<file path="config.mk">
export PLATFORM = sky130hd
export DESIGN_NAME = pt_walker
export DESIGN_NICKNAME = d
export VERILOG_FILES = /design/src/rtl/pt_walker_pkg.sv /design/src/rtl/pt_addr_screen.sv /design/src/rtl/pt_leaf_eval.sv /design/src/rtl/pt_walker.sv
export SDC_FILE = /design/constraint.sdc
export NUM_CORES = 1
export LEC_CHECK = 0
export ABC_AREA = 1
export ABC_CLOCK_PERIOD_IN_PS = 3300
export BUFFER_PORTS_ARGS = -buffer_cell sky130_fd_sc_hd__buf_2
export CORE_UTILIZATION = 47
export DETAILED_ROUTE_END_ITERATION = 12
export PLACE_DENSITY = 0.75
export SYNTH_ARGS = -nofsm -noshare
export SYNTH_HDL_FRONTEND = slang
export SYNTH_SLANG_ARGS = --single-unit
</file>
<file path="constraint.sdc">
create_clock -name clk -period 3.3 [get_ports clk]
set_input_delay 0.66 -clock clk [delete_from_list [all_inputs] [get_ports clk]]
set_output_delay 0.66 -clock clk [all_outputs]
set_load 0.02 [all_outputs]
</file>
<file path="src/rtl/pt_walker_pkg.sv">
// Shared encodings for the page table walker: access kinds, fault codes
// and entry bit positions. Assumes the mode index is 0 or 1.
package pt_walker_pkg;

    typedef enum logic [2:0] {
        FLT_NONE = 3'd0,
        FLT_ACV  = 3'd1,
        FLT_TNV  = 3'd2,
        FLT_FOR  = 3'd3,
        FLT_FOW  = 3'd4,
        FLT_FOE  = 3'd5
    } flt_e;

    localparam logic [1:0] ACC_RD    = 2'd0;
    localparam logic [1:0] ACC_WR    = 2'd1;
    localparam logic [1:0] ACC_EX    = 2'd2;

    localparam int E_VALID = 0;
    localparam int E_FO_LO = 1;
    localparam int E_RD_LO = 8;
    localparam int E_WR_LO = 12;

    // Right needed by an access kind: bit0 read, bit1 write, bit2 execute
    function automatic logic [2:0] need_of(input logic [1:0] acc);
        case (acc)
            ACC_RD:  need_of = 3'b001;
            ACC_WR:  need_of = 3'b010;
            ACC_EX:  need_of = 3'b100;
            default: need_of = 3'b000;
        endcase
    endfunction

endpackage

</file>
<file path="src/rtl/pt_addr_screen.sv">
// Address screen: flags a malformed sign extension and detects the
// kernel superpage window, producing its direct physical mapping.
// Purely combinational; assumes VA_BITS is at least 43.
module pt_addr_screen #(
    parameter int VA_BITS = 43
) (
    input  logic [63:0] va,
    output logic        sign_bad,
    output logic        super_hit,
    output logic [63:0] super_pa
);
    localparam int HI_W = 64 - VA_BITS;

    // Upper bits must all repeat bit 63
    always_comb sign_bad = (va[63:VA_BITS] != {HI_W{va[63]}});

    // Negative address with window select 2'b10
    always_comb super_hit = va[63] && (va[42:41] == 2'b10);

    // Low 40 bits pass through, bit 40 relocates to bit 43
    always_comb super_pa = {20'd0, va[40], 3'd0, va[39:0]};
endmodule

</file>
<file path="src/rtl/pt_leaf_eval.sv">
// Leaf rights evaluation: grants rights from the per-mode enable bits,
// checks the need, then strips rights through the fault-on bits.
// Purely combinational; the entry is assumed valid.
module pt_leaf_eval
    import pt_walker_pkg::*;
(
    input  logic [63:0] pte,
    input  logic        user,
    input  logic [2:0]  need,
    output flt_e        code,
    output logic [2:0]  perm
);
    logic [2:0] grant;
    logic [2:0] trimmed;

    // Rights granted to this mode: read and execute share one enable
    always_comb begin
        grant[0] = pte[E_RD_LO + int'(user)];
        grant[2] = pte[E_RD_LO + int'(user)];
        grant[1] = pte[E_WR_LO + int'(user)];
    end

    // Fault-on bits 1..3 withdraw read, write and execute
    always_comb trimmed = grant & ~pte[E_FO_LO +: 3];

    // Rights check first, then fault-on check in execute/write/read order
    always_comb begin
        code = FLT_NONE;
        perm = trimmed;
        if (need != 3'b000 && (grant & need) == 3'b000) begin
            code = FLT_ACV;
            perm = 3'b000;
        end else if (need != 3'b000 && (trimmed & need) == 3'b000) begin
            perm = 3'b000;
            if (need[2])      code = FLT_FOE;
            else if (need[1]) code = FLT_FOW;
            else              code = FLT_FOR;
        end
    end
endmodule

</file>
<file path="src/rtl/pt_walker.sv">
// Page table walker top: accepts one request, screens the address,
// walks LEVELS table levels through a variable-latency read port and
// reports a physical address with rights or a fault. One request at a
// time; memory returns exactly one mem_valid per mem_req.
module pt_walker
    import pt_walker_pkg::*;
#(
    parameter int VA_BITS    = 43,
    parameter int PAGE_SHIFT = 13,
    parameter int IDX_BITS   = 10,
    parameter int LEVELS     = 3
) (
    input  logic        clk,
    input  logic        rst_n,
    input  logic        req_valid,
    input  logic [63:0] req_vaddr,
    input  logic [1:0]  req_acc,
    input  logic        req_user,
    input  logic [63:0] req_ptbr,
    output logic        busy,
    output logic        mem_req,
    output logic [63:0] mem_addr,
    input  logic        mem_valid,
    input  logic [63:0] mem_rdata,
    output logic        done,
    output logic        ok,
    output logic [63:0] paddr,
    output logic [2:0]  perm,
    output logic [2:0]  fault_code,
    output logic [63:0] fault_va,
    output logic [1:0]  fault_acc
);
    localparam int LVL_W = (LEVELS > 1) ? $clog2(LEVELS) : 1;
    localparam logic [LVL_W-1:0] LAST_LVL = LVL_W'(LEVELS - 1);
    localparam logic [63:0] OFS_MASK = (64'd1 << PAGE_SHIFT) - 64'd1;

    typedef enum logic [1:0] {ST_IDLE, ST_SCREEN, ST_ISSUE, ST_WAIT} st_e;

    st_e              state;
    logic [63:0]      va_q;
    logic [63:0]      base_q;
    logic [1:0]       acc_q;
    logic             user_q;
    logic [LVL_W-1:0] lvl_q;

    logic             sign_bad, super_hit;
    logic [63:0]      super_pa;
    flt_e             leaf_code;
    logic [2:0]       leaf_perm;
    logic [63:0]      frame;

    logic             fin_go;
    flt_e             fin_code;
    logic [63:0]      fin_pa;
    logic [2:0]       fin_perm;

    logic [IDX_BITS-1:0] lvl_idx [LEVELS];

    pt_addr_screen #(.VA_BITS(VA_BITS)) screen_i (
        .va        (va_q),
        .sign_bad  (sign_bad),
        .super_hit (super_hit),
        .super_pa  (super_pa)
    );

    pt_leaf_eval leaf_i (
        .pte  (mem_rdata),
        .user (user_q),
        .need (need_of(acc_q)),
        .code (leaf_code),
        .perm (leaf_perm)
    );

    // Per-level table index slices, outermost level first
    for (genvar g = 0; g < LEVELS; g++) begin : g_idx
        localparam int SH = PAGE_SHIFT + IDX_BITS * (LEVELS - 1 - g);
        assign lvl_idx[g] = va_q[SH +: IDX_BITS];
    end

    // Frame address carried in the upper half of an entry
    always_comb frame = 64'(mem_rdata[63:32]) << PAGE_SHIFT;

    // Read port drive: one-cycle request at the current level's entry
    always_comb begin
        mem_req  = (state == ST_ISSUE);
        mem_addr = base_q + (64'(lvl_idx[lvl_q]) << 3);
    end

    always_comb busy = (state != ST_IDLE);

    // Decide whether this cycle ends the request and with what result
    always_comb begin
        fin_go   = 1'b0;
        fin_code = FLT_NONE;
        fin_pa   = 64'd0;
        fin_perm = 3'b000;
        if (state == ST_SCREEN) begin
            if (sign_bad) begin
                fin_go   = 1'b1;
                fin_code = FLT_ACV;
            end else if (super_hit) begin
                fin_go = 1'b1;
                if (user_q) begin
                    fin_code = FLT_ACV;
                end else begin
                    fin_pa   = super_pa;
                    fin_perm = 3'b111;
                end
            end
        end else if (state == ST_WAIT && mem_valid) begin
            if (!mem_rdata[E_VALID]) begin
                fin_go   = 1'b1;
                fin_code = FLT_TNV;
            end else if (lvl_q != LAST_LVL) begin
                if (!mem_rdata[E_RD_LO]) begin
                    fin_go   = 1'b1;
                    fin_code = FLT_ACV;
                end
            end else begin
                fin_go   = 1'b1;
                fin_code = leaf_code;
                if (leaf_code == FLT_NONE) begin
                    fin_pa   = frame | (va_q & OFS_MASK);
                    fin_perm = leaf_perm;
                end
            end
        end
    end

    // Sequencer: accept, screen, issue and wait per level
    always_ff @(posedge clk) begin
        if (!rst_n) begin
            state  <= ST_IDLE;
            va_q   <= 64'd0;
            base_q <= 64'd0;
            acc_q  <= 2'd0;
            user_q <= 1'b0;
            lvl_q  <= '0;
        end else begin
            case (state)
                ST_IDLE: if (req_valid) begin
                    va_q   <= req_vaddr;
                    base_q <= req_ptbr;
                    acc_q  <= req_acc;
                    user_q <= req_user;
                    lvl_q  <= '0;
                    state  <= ST_SCREEN;
                end
                ST_SCREEN: state <= fin_go ? ST_IDLE : ST_ISSUE;
                ST_ISSUE:  state <= ST_WAIT;
                ST_WAIT: if (mem_valid) begin
                    if (fin_go) begin
                        state <= ST_IDLE;
                    end else begin
                        base_q <= frame;
                        lvl_q  <= lvl_q + 1'b1;
                        state  <= ST_ISSUE;
                    end
                end
                default: state <= ST_IDLE;
            endcase
        end
    end

    // Result registers: pulse done and hold the result until the next one
    always_ff @(posedge clk) begin
        if (!rst_n) begin
            done       <= 1'b0;
            ok         <= 1'b0;
            paddr      <= 64'd0;
            perm       <= 3'b000;
            fault_code <= 3'd0;
            fault_va   <= 64'd0;
            fault_acc  <= 2'b00;
        end else begin
            done <= fin_go;
            if (fin_go) begin
                ok         <= (fin_code == FLT_NONE);
                paddr      <= fin_pa;
                perm       <= fin_perm;
                fault_code <= fin_code;
                fault_va   <= (fin_code == FLT_NONE) ? 64'd0 : va_q;
                if (fin_code == FLT_NONE)  fault_acc <= 2'b00;
                else if (acc_q == ACC_EX)  fault_acc <= 2'b11;
                else if (acc_q == ACC_WR)  fault_acc <= 2'b01;
                else                       fault_acc <= 2'b00;
            end
        end
    end
endmodule

</file>
# Yosys cells after proc, flatten, opt, wreduce, memory -nomap -nowiden
# Index checks and enable logic that the tools add are counted.
# W data, S select, Z words.
op_classes:
  div: 0
  n_mul: 0
  n_mux: 63
  n_shift: 0
  reduce_logical: 16
  order_cmp: 3
  bitwise_logic: 6
  n_addsub: 4
  eq_ne: 11
op_table:
  columns: ["cell", "n"]
  rows:
  - ["$mux W64", 5]
  - ["$mux W45", 4]
  - ["$mux W44", 3]
  - ["$pmux W64 S2", 1]
  - ["$add A64 B13 Y64", 1]
  - ["$mux W3", 18]
  - ["$or A45 B13 Y45", 1]
  - ["$lt A32 B8 Y1 const B", 1]
  - ["$bmux W10 S2", 1]
  - ["$mux W10", 2]
  - ["$ne A20 B20 Y1", 1]
  - ["$mux W1", 16]
  - ["$mux W2", 8]
  - ["$bmux W1 S6", 2]
  - ["$logic_not A3 Y1", 4]
  - ["$add A4 B1 Y5 const A", 2]
  - ["$and A3 B3 Y3", 3]
  - ["$pmux W3 S3", 1]
  - ["$eq A2 B2 Y1 const B", 4]
  - ["$ne A2 B2 Y1 const B", 4]
  - ["$pmux W2 S4", 1]
  - ["$lt A5 B7 Y1 const B", 1]
  - ["$eq A2 B1 Y1 const B", 2]
  - ["$logic_and A1 B1 Y1", 4]
  - ["10 further kinds", 13]
totals:
  latch_bits: 0
  inputBits: 199
  out_inout_bits: 204
  register_bits: 273
  mem_bits_ro: 0
  n_memories: 0
  mem_bits_rw: 0

# Logic depth before layout (Yosys ltp)
# Gate-level depths: netlist of run 1.
logic_depth:
  ltp_word: 16
  depth_mapped: 16
  mapped_depth_nobuf: 15

# Modules after synthesis
# A second synthesis of run 1 with hierarchy kept.
unflattened:
  hier_cells: 2073
  area_unflattened_um2: 14062.2
modules_own_cells:
  columns: ["mod", "area_per_inst_um2", "n_inst", "seq_area_each_um2", "cells_each"]
  rows:
  - ["pt_walker", 13232.7, 1, 5465.2, 1933]
  - ["pt_addr_screen", 653.1, 1, 0.0, 104]
  - ["pt_leaf_eval", 176.4, 1, 0.0, 36]

# Least setup slack after synthesis of run 1
# Ideal clock, no wire load.
synth_path:
  kind: "register to output"
  from: "register lvl_q[1]"
  to: "output mem_addr[61]"
  arrival_ps: 2757
  path_slack_ps: -117
  path_stages_with_launch: 14
  required_ps: 2640
  path_buffers: 0
  path_cell_list: "dfxtp_1 > nor2_1 > a221oi_1 > ha_1 > fa_1 > nand2_1 > nand2_1 > o21a_1 > a21boi_2 > o21ai_0 > nand2_1 > nand2_1 > nand3_1 > xor2_1"
synth_via:
  elab_chain_cells: 5
synth_rtl:
  columns: ["item", "line_no", "text"]
  rows:
  - ["start, declared", "pt_walker.sv:44", "logic [LVL_W-1:0] lvl_q;"]
  - ["start signal, assigned", "pt_walker.sv:156", "lvl_q <= lvl_q + 1'b1;"]
  - ["$not A2 Y3 (implied by the code)", "pt_walker.sv:86", "mem_addr = base_q + (64'(lvl_idx[lvl_q]) << 3);"]
  - ["$bmux W10 S2", "pt_walker.sv:86", null]
  - ["$mux W10 (implied by the code) (2 in series)", "pt_walker.sv:86", null]
  - ["$add A64 B13 Y64", "pt_walker.sv:86", null]
  - ["end, declared", "pt_walker.sv:22", "output logic [63:0] mem_addr,"]
# No other way between the ends. The select of a mux whose other input is x is not followed.

# Final worst setup path of run 1
layout_path:
  from: "register lvl_q[0]"
  to: "output mem_addr[41]"
# Same word-level chain as after synthesis.

==> impl_metrics.env, run 1 <==
export IMPL_path_max_fanout=4
export IMPL_finalWorstSetupSlack_ns=-0.5854
export IMPL_fin_area_um2=18100
export IMPL_syn_to_final_growth_pct=36.69
export IMPL_post_route_period_util=1.177
export IMPL_htreeDepth=1
export IMPL_yosysUniqueCellTypes=50
export IMPL_rsz0062_at_grt="true"
export IMPL_grt_pass1_vias=12860
export IMPL_dr_pass1_iters=11
export IMPL_fin_crit_ns=3.885
export IMPL_cts_tree="done"
export IMPL_synth_xor_area_share=0.03835
export IMPL_worstSetupStartpoint="lvl_q[0]"
export IMPL_grt_pass1_wl_mm=72.42
export IMPL_wl_mm=49.47
export IMPL_dp_hpwl_mm=36.25
export IMPL_powerDensity_nw_per_um2=526.8
export IMPL_ys_ff_latch=254
export IMPL_fmax_mhz=257.4
export IMPL_clk_latency_ns=0.56
export IMPL_drt_iter0_drc=941
export IMPL_cp_num_buf_inv=6
export IMPL_critPathCaptureType="output pin"
export IMPL_grt_overflow=0
export IMPL_setup_viol=58
export IMPL_hold_class="primary input to flop"
export IMPL_synth_top_area_frac=0.3839
export IMPL_yosys_area_share_simple=0.2186
export IMPL_cts_path_max_buffers=3
export IMPL_cpMaxStageDelayCell="dfxtp_2"
export IMPL_max_slew_margin=0.4342
export IMPL_fillers=2472
export IMPL_synthCells=1822
export IMPL_critPathMostFrequentCell="buf_6"
export IMPL_outcome="finished, violations left"
export IMPL_r2r_cells=10
export IMPL_crit_family="buffers and inverters"
export IMPL_ir_drop_mv=0.4053
export IMPL_hold_violations=0
export IMPL_syn_area_um2=13250
export IMPL_cp_data_arrival_time_ns=3.23
export IMPL_yosysTopAreaCell="dfxtp_1"
export IMPL_dp_cells=2534
export IMPL_slew_violations=0
export IMPL_synthAdderAreaFrac=0.01663
export IMPL_ys_async_sr_fraction=0
export IMPL_synth_compound_area_frac=0.2371
export IMPL_nets=2415
export IMPL_gp_congestion=0.9870
export IMPL_crit_type="flop to output pin"
export IMPL_drv_cap=0
export IMPL_die_area_um2=28860
export IMPL_finalNonFillerCells=2601
export IMPL_synth_area_leaders="dfxtp_1 38%, a21oi_1 8.8%, nand2_1 8.3%"
export IMPL_holdPathStages=3
export IMPL_coreArea_um2=27780
export IMPL_worst_slew_pin_slew_ns=0.8487
export IMPL_die_w_um=169.9
export IMPL_routedWlPerCell_um=19.02
export IMPL_routed_via_density=5.435
export IMPL_fin_skew_ns=0.02854
export IMPL_synth_mux_area_frac=0
export IMPL_synthFlopType="dfxtp_1"
export IMPL_synth_top_family_by_area="compound AO/OA/AOI/OAI gates"
export IMPL_min_delay_worst_endpoint="paddr[41]"
export IMPL_worstPathCellList="buf_6 > nor2_4 > buf_6 > a221oi_4 > ha_4 > buf_6 > nand2_2 > nand2_2 > o21a_4 > a21boi_4 > buf_6 > inv_1 > nand4_1 > o21ai_1 > xor2_1 > buf_4"
export IMPL_drive_gt1_frac=0.3360
export IMPL_cts_sinks=254
export IMPL_rr_startpoint="lvl_q[1]"
export IMPL_die_h_um=169.9
export IMPL_synth_edf_count=0
export IMPL_slowest_delay_ns=0.36
export IMPL_synth_seq_area_share=0.3839
export IMPL_hold_start="mem_rdata[60]"
export IMPL_r2r_setup_slack_ns=0.57
export IMPL_clockRootBuffer="clkbuf_16"
export IMPL_synth_warning_count=0
export IMPL_clkSlewWorstSetupHoldPaths_ns=0.06
export IMPL_crit_required_ns=2.64
export IMPL_ant_nets=0
export IMPL_port_buffers=359
export IMPL_route_detailed_drc=4
export IMPL_grt_max_degree=103
export IMPL_grtUsageTotal=0.3252
export IMPL_failed_checks="DRC, setup timing"
export IMPL_initial_core_util=0.4768
export IMPL_reg2reg_to="paddr[34]"
export IMPL_dpl_instance_area_um2=15720
export IMPL_cp_start_kind="flop"
export IMPL_numCtsBuffers=28
export IMPL_syn_area_per_cell_um2=7.270
export IMPL_power_leakage_nw=7.871
export IMPL_antenna_found_initial=7
export IMPL_placement_rows=61
export IMPL_io_pins=403
export IMPL_vias=14140
-- worst register-to-register path: stages, from the launching register on --
cell,delay [ns]
dfxtp_1,0.39
buf_6,0.25
ha_1,0.30
clkinv_1,0.15
nand3_1,0.11
nand2_1,0.12
nand2_1,0.14
nand2_4,0.26
inv_2,0.49
nand3_1,0.26
a21oi_1,0.19
-- logic make-up (layout without fill, tap and decap cells) --
group	count (synthesis)	count (layout)
XOR/XNOR	58	58
flip-flops	254	254
buffers and inverters	317	697
adder cells (fa/ha/maj)	17	17
AND/OR/NAND/NOR	651	651
other	1	22
AO/OA/AOI/OAI	524	524
-- placed cells by master (no fill, tap or decap), types with 9 or more instances in the layout --
cell type / n
a211oi_1: 9
a21oi_1: 223
a21oi_2: 38
a31oi_1: 24
buf_2: 301
buf_4: 113
buf_6: 43
clkbuf_16: 28
clkbuf_8: 9
conb_1: 19
dfxtp_1: 253
ha_1: 9
inv_1: 170
nand2_1: 261
nand2_2: 29
nand2_4: 10
nand3_1: 113
nand3_2: 13
nand4_1: 25
nor2_1: 96
nor2_2: 10
nor2_4: 12
nor3_1: 52
nor4_1: 9
o21ai_0: 131
o21bai_1: 36
o21bai_2: 30
xor2_1: 18
xor2_2: 18
-- cell usage after synthesis (6+ instances only) --
cell type	count
a221oi_1	10
xor2_1	41
clkbuf_1	71
a31oi_1	24
a211oi_1	9
nand4_1	25
a21oi_1	233
nand2_1	293
o21bai_1	36
o21bai_2	30
buf_4	24
inv_1	175
nand3_1	129
dfxtp_1	254
o21ai_0	141
nor2_1	114
nor3_1	52
nand2_2	6
ha_1	16
xnor2_1	17
buf_2	30
a21oi_2	30
nor4_1	9
-- flip-flops by register name (all words and copies together) (netlist names), named ones only --
signal	flops
ok	1
lvl_q	2
done	1
user_q	1
base_q	64
perm	3
fault_code	3
paddr	45
fault_acc	2
state	1
fault_va	64
acc_q	2
va_q	64
-- layout make-up --
cell class                      instances  area (um^2)  area share
Multi-Input combinational cell       1269         7881      0.4353
Sequential cell                       254         5086      0.2809
Timing Repair Buffer                  464         2979      0.1645
Clock buffer                           40        835.8     0.04616
Antenna cell                            3        7.507   0.0004147
Inverter                              182        694.4     0.03836
Clock inverter                         11        147.6    0.008155
Tap cell                              378        473.0     0.02612
-- per-stage QoR --
| stage | hold slack (ns) | utilization | setup WS, ns | power [W] | setup TNS, ns |
|---|---|---|---|---|---|
| CTS | 0.3390 | 0.6248 | -0.5592 | 0.009211 | -24.73 |
| detailed placement | 0.4529 | 0.5658 | -0.2351 | 0.005685 | -4.434 |
| finish | 0.3574 | 0.6517 | -0.5854 | 0.009538 | -24.74 |
| floorplan | 0.4449 | - | 0.02182 | 0.004812 | 0 |
| global placement | 0.4458 | 0.5658 | -0.2203 | 0.005652 | -4.365 |
| global route | 0.3469 | 0.6516 | -0.6889 | 0.009885 | -30.86 |
-- where the power goes --
part | leakage [nW] | switching, W | total, W | internal [W]
Combinational | 5.30 | 0.00158 | 0.00269 | 0.00111
Sequential | 2.08 | 0.000240 | 0.00354 | 0.00330
Clock | 0.492 | 0.00132 | 0.00331 | 0.00199
-- how the worst max path moves through the flow --
stage	to	slack, ns	depth (start not counted)
2_1_floorplan	mem_addr[52]	0.02	14
3_3_place_gp	mem_addr[45]	-0.22	15
3_5_place_dp	mem_addr[45]	-0.24	15
4_1_cts	mem_addr[41]	-0.56	14
5_1_grt	mem_addr[36]	-0.69	16
6_report	mem_addr[41]	-0.59	16
-- timing repair --
| item | in CTS | in global routing |
|---|---|---|
| pin swaps | 31 | 46 |
| hold endpoints to repair | 0 | 0 |
| resized for setup | 156 | 139 |
| hold buffers | 0 | 0 |
| setup endpoints to repair | 59 | 59 |
| setup buffers | 10 | 7 |
-- layer usage --
metal,global-route usage,wire (um),vias up
li1,-,-,6807
met1,0.4188,20330,6585
met2,0.5374,23380,631
met3,0.06233,3901,106
met4,0.1230,1818,8
met5,0,43,-
Note: power is estimated with default switching activity, not from simulation.
==> inputs of run 2 (changes only) <==
Settings changed: SKIP_CTS_REPAIR_TIMING set to 1.
==> impl_metrics.env, run 2 (synthesized netlist as in run 1, its figures left out) <==
export IMPL_outcome="finished, violations left"
export IMPL_failed_checks="DRC, setup timing"
export IMPL_setup_viol=58
export IMPL_fmax_mhz=253.4
export IMPL_gp_congestion=0.9870
export IMPL_powerDensity_nw_per_um2=523.7
export IMPL_grtUsageTotal=0.3215
export IMPL_grt_pass1_vias=12640
export IMPL_crit_type="flop to output pin"
export IMPL_r2r_setup_slack_ns=0.53
export IMPL_cp_start_kind="flop"
export IMPL_fillers=2479
export IMPL_grt_max_degree=103
export IMPL_initial_core_util=0.4768
export IMPL_max_slew_margin=0.4339
export IMPL_antenna_found_initial=7
export IMPL_crit_required_ns=2.64
export IMPL_cpMaxStageDelayCell="ha_1"
export IMPL_rsz0062_at_grt="true"
export IMPL_post_route_period_util=1.196
export IMPL_worstPathCellList="buf_6 > buf_12 > nor2_4 > a221oi_2 > ha_1 > nand2_2 > buf_6 > nor2_4 > nor2_2 > o21ai_1 > buf_4 > nand3_4 > nand2_4 > nand3_2 > xnor2_1 > buf_4"
export IMPL_path_max_fanout=4
export IMPL_die_area_um2=28860
export IMPL_grt_overflow=0
export IMPL_fin_area_um2=18200
export IMPL_slowest_delay_ns=0.37
export IMPL_dr_pass1_iters=9
export IMPL_syn_to_final_growth_pct=37.44
export IMPL_route_detailed_drc=4
export IMPL_cp_data_arrival_time_ns=3.29
export IMPL_slew_violations=0
export IMPL_grt_pass1_wl_mm=71.53
export IMPL_dpl_worst_slack_ns=-0.2351
export IMPL_die_w_um=169.9
export IMPL_routedWlPerCell_um=19.08
export IMPL_final_common_cell="buf_2"
export IMPL_ir_drop_mv=0.4011
export IMPL_worst_slew_pin_slew_ns=0.8491
export IMPL_drive_gt1_frac=0.3392
export IMPL_dp_hpwl_mm=36.25
export IMPL_coreArea_um2=27780
export IMPL_ant_nets=0
export IMPL_critPathCaptureType="output pin"
export IMPL_fin_skew_ns=0.03811
export IMPL_postLayoutCoreUtil=0.6552
export IMPL_clk_latency_ns=0.57
export IMPL_die_h_um=169.9
export IMPL_htreeDepth=1
export IMPL_hold_ws_ns=0.3509
export IMPL_drt_iter0_drc=1038
export IMPL_vias=14210
export IMPL_clockRootBuffer="clkbuf_16"
export IMPL_dpl_instance_area_um2=15720
export IMPL_fin_crit_ns=3.946
export IMPL_placement_rows=61
export IMPL_cts_tree="done"
export IMPL_port_buffers=359
export IMPL_routed_via_density=5.461
export IMPL_drv_cap=0
export IMPL_power_leakage_nw=7.928
export IMPL_numCtsBuffers=28
export IMPL_finalWorstSetupSlack_ns=-0.6462
export IMPL_hold_violations=0
export IMPL_clkSlewWorstSetupHoldPaths_ns=0.06
export IMPL_cts_sinks=254
export IMPL_wl_mm=49.65
export IMPL_reg_top3="base_q x64, fault_va x64, va_q x64"
export IMPL_layout_common_cells="305 x buf_2, 256 x nand2_1, 252 x dfxtp_1, 225 x a21oi_1, 169 x inv_1"
export IMPL_hold_class="primary input to flop"
export IMPL_nets=2415
export IMPL_io_pins=403
export IMPL_cts_path_max_buffers=3
run 2: per-stage QoR:
stage               power [W]  TNS (ns)  instances
global route         0.009881    -33.54       2600
floorplan            0.004812         0       1840
CTS                  0.008970    -38.19       2585
detailed placement   0.005685    -4.434       2534
finish               0.009534    -26.30       2602
global placement     0.005652    -4.365       2534
run 2: cell type report:
cell class,count,area (um^2),area share
flip-flops and latches,254,5087,0.2795
inverters,182,694.4,0.03815
multi-input cells,1270,7959,0.4372
clock inverters,11,147.6,0.008111
clock buffers,40,835.8,0.04591
repair buffers,463,2997,0.1646
well taps,378,473.0,0.02598
diodes,4,10.01,0.0005499
run 2: power by group:
| group | leakage [nW] | switching, W | total [W] | internal [W] |
|---|---|---|---|---|
| sequential | 2.08 | 0.000243 | 0.00354 | 0.00330 |
| combinational | 5.36 | 0.00158 | 0.00268 | 0.00110 |
| clock | 0.492 | 0.00132 | 0.00331 | 0.00199 |
run 2: critical path, delay by kind of cell (launching register included):
kind                     cells  cell delay [ns]
AO/OA/AOI/OAI                2             0.26
XOR/XNOR                     1             0.21
adder cells (fa/ha/maj)      1             0.37
buffers and inverters        5             0.76
flip-flops                   1             0.34
AND/OR/NAND/NOR              7             0.79
run 2: metal layers:
metal	track usage	share of wire	up-vias
li1	-	-	6812
met1	0.4192	0.41	6667
met2	0.5289	0.47	614
met3	0.06093	0.078	109
met4	0.1136	0.039	8
met5	0	0.00085	-
run 2: final timing paths:
path            startpoint            to  cells past startpoint
max reg2reg       lvl_q[0]      lvl_q[1]                     12
min reg2reg   fault_va[20]  fault_va[20]                      2
min          mem_rdata[60]     paddr[41]                      3
max               lvl_q[0]  mem_addr[58]                     16
==> inputs of run 3 (changes only) <==
Settings changed: ABC_AREA 1 to unset, CORE_UTILIZATION 47 to 45, PLACE_DENSITY 0.75 to 0.74.
==> impl_metrics.env, run 3 <==
export IMPL_clockRootBuffer="clkbuf_16"
export IMPL_port_buffers=359
export IMPL_powerDensity_nw_per_um2=508.3
export IMPL_grt_pass1_vias=10950
export IMPL_die_w_um=161.0
export IMPL_route_detailed_drc=0
export IMPL_nets=2045
export IMPL_min_delay_worst_endpoint="va_q[20]"
export IMPL_ys_async_sr_fraction=0
export IMPL_antenna_found_initial=3
export IMPL_io_pins=403
export IMPL_clkSlewWorstSetupHoldPaths_ns=0.06
export IMPL_die_h_um=161.0
export IMPL_hold_violations=0
export IMPL_hold_class="primary input to flop"
export IMPL_ys_ff_latch=254
export IMPL_grt_busiest_layer="met2"
export IMPL_r2r_setup_slack_ns=0.50
export IMPL_syn_to_final_growth_pct=36.06
export IMPL_critPathCaptureType="output pin"
export IMPL_drive_gt1_frac=0.3187
export IMPL_ir_drop_mv=0.3715
export IMPL_yosys_area_share_simple=0.2385
export IMPL_switchingPower_w=0.002299
export IMPL_finalNonFillerCells=2175
export IMPL_synthAdderAreaFrac=0.01936
export IMPL_gp_congestion=0.9433
export IMPL_synth_mux_area_frac=0.01144
export IMPL_holdPathStages=3
export IMPL_ant_nets=0
export IMPL_postLayoutCoreUtil=0.6310
export IMPL_synth_most_common_cell="nand2_1"
export IMPL_power_leakage_nw=6.880
export IMPL_failed_checks="setup timing"
export IMPL_cp_start_kind="flop"
export IMPL_numCtsBuffers=27
export IMPL_routed_via_density=5.509
export IMPL_cp_data_arrival_time_ns=3.55
export IMPL_grtUsageMet3=0.04032
export IMPL_finalSetupTns_ns=-38.47
export IMPL_cts_tree="done"
export IMPL_rr_startpoint="va_q[63]"
export IMPL_synth_warning_count=0
export IMPL_dr_pass1_iters=6
export IMPL_synthFlopType="dfxtp_1"
export IMPL_drt_iter0_drc=1224
export IMPL_placement_rows=57
export IMPL_clk_latency_ns=0.54
export IMPL_r2r_cells=7
export IMPL_groute_layer_met1_usage=0.3987
export IMPL_path_max_fanout=7
export IMPL_initial_core_util=0.4637
export IMPL_dp_cells=2110
export IMPL_p_sw_frac=0.2922
export IMPL_finalWorstSetupSlack_ns=-0.9088
export IMPL_p_clk_frac=0.388
export IMPL_worst_slew_pin_slew_ns=0.8144
export IMPL_reg_top3="base_q x64, fault_va x64, va_q x64"
export IMPL_synth_compound_area_frac=0.1795
export IMPL_fin_crit_ns=4.209
export IMPL_drv_cap=0
export IMPL_cts_path_max_buffers=3
export IMPL_vias=11980
export IMPL_slew_violations=0
export IMPL_hold_start="req_vaddr[20]"
export IMPL_rsz0062_at_grt="true"
export IMPL_synth_xor_area_share=0.04542
export IMPL_reg2reg_to="fault_va[17]"
export IMPL_synthCells=1445
export IMPL_yosysTopAreaCell="dfxtp_1"
export IMPL_routedWlPerCell_um=18.73
export IMPL_max_slew_margin=0.4570
export IMPL_synth_area_leaders="dfxtp_1 45%, nand2_1 13%, a21oi_1 5.0%"
export IMPL_p_int_w=0.005569
export IMPL_synth_top_area_frac=0.4469
export IMPL_combPwrFrac=0.177
export IMPL_grtUsageTotal=0.2944
export IMPL_grt_overflow=0
export IMPL_synth_top_family_by_area="simple AND/OR/NAND/NOR gates"
export IMPL_outcome="finished, violations left"
export IMPL_gr_usage_met2=0.4790
export IMPL_grt_max_degree=167
export IMPL_fillers=2152
export IMPL_synth_edf_count=0
export IMPL_setup_viol=56
export IMPL_synth_common_cells="401 x nand2_1, 254 x dfxtp_1, 114 x a21oi_1"
export IMPL_coreArea_um2=24530
export IMPL_wl_mm=40.74
export IMPL_yosysUniqueCellTypes=55
export IMPL_grt_pass1_wl_mm=60.31
export IMPL_crit_type="flop to output pin"
export IMPL_fin_skew_ns=0.01076
export IMPL_crit_required_ns=2.64
export IMPL_htreeDepth=1
export IMPL_synth_seq_area_share=0.4469
export IMPL_syn_area_um2=11380
export IMPL_dp_hpwl_mm=28.71
export IMPL_layout_common_cells="399 x nand2_1, 307 x buf_2, 251 x dfxtp_1, 140 x buf_4, 113 x a21oi_1"
export IMPL_cts_sinks=254
export IMPL_post_route_period_util=1.275
export IMPL_final_common_cell="nand2_1"
export IMPL_pwr_share_seq=0.434
export IMPL_die_area_um2=25920
export IMPL_fmax_mhz=237.6
export IMPL_syn_area_per_cell_um2=7.873
==> run 3: how the worst max path moves through the flow <==
stage | startpoint | to | slack, ns
floorplan | lvl_q[0] | mem_addr[52] | -0.05
global placement | lvl_q[0] | mem_addr[27] | -0.29
detailed placement | lvl_q[0] | mem_addr[33] | -0.38
CTS | lvl_q[0] | mem_addr[33] | -0.96
global route | lvl_q[1] | mem_addr[61] | -1.05
finish | lvl_q[1] | mem_addr[61] | -0.91
==> run 3: per-stage QoR <==
step	area, um^2	power (W)	worst slack, ns	hold WS, ns
finish	15480	0.007868	-0.9088	0.3557
global route	15480	0.008146	-1.047	0.3501
CTS	14880	0.007810	-0.9650	0.3391
detailed placement	13990	0.004789	-0.3826	0.4363
global placement	13990	0.004770	-0.2865	0.4283
floorplan	11680	0.004254	-0.04556	0.4319
==> run 3: power groups by stage <==
stage | combinational, W | clock (W) | sequential (W)
floorplan | 0.000794 | 0 | 0.00346
global placement | 0.00130 | 0 | 0.00347
detailed placement | 0.00132 | 0 | 0.00347
CTS | 0.00132 | 0.00308 | 0.00340
global route | 0.00150 | 0.00321 | 0.00343
finish | 0.00140 | 0.00306 | 0.00342
==> run 3: area by class of cell <==
type / count / area [um^2] / share of cell area
Multi-Input combinational cell: 1071 / 6243 / 0.4033
Sequential cell: 254 / 5091 / 0.3289
Timing Repair Buffer: 461 / 2784 / 0.1798
Clock inverter: 10 / 103.9 / 0.006709
Clock buffer: 38 / 787.0 / 0.05084
Antenna cell: 3 / 7.507 / 0.0004850
Tap cell: 324 / 405.4 / 0.02619
Inverter: 14 / 57.56 / 0.003718
==> run 3: logic make-up after synthesis <==
kind of cell,Yosys count
buffers and inverters,138
xor gates and xnor gates,59
AOI/OAI and AO/OA,335
other,1
and+or+nand+nor,628
muxes,13
adders and majority gates,17
DFF,254
==> run 3: layer usage <==
layer  up-vias  wire length, um
met5         -                0
met4         0             1471
met3       100             2944
met2       581            18940
met1      5602            17380
li1       5698                -
==> run 3: critical path, stage by stage, from the launching register on <==
cell and delay [ns]:
dfxtp_1 0.31, nor2b_2 0.17, buf_4 0.16, buf_4 0.13
nand2_1 0.05, o21ai_1 0.06, ha_1 0.32, o211ai_1 0.12
o211ai_1 0.31, a41oi_4 0.28, nor4_4 0.34, buf_6 0.17
nor4b_4 0.25, xnor2_2 0.17, buf_4 0.17
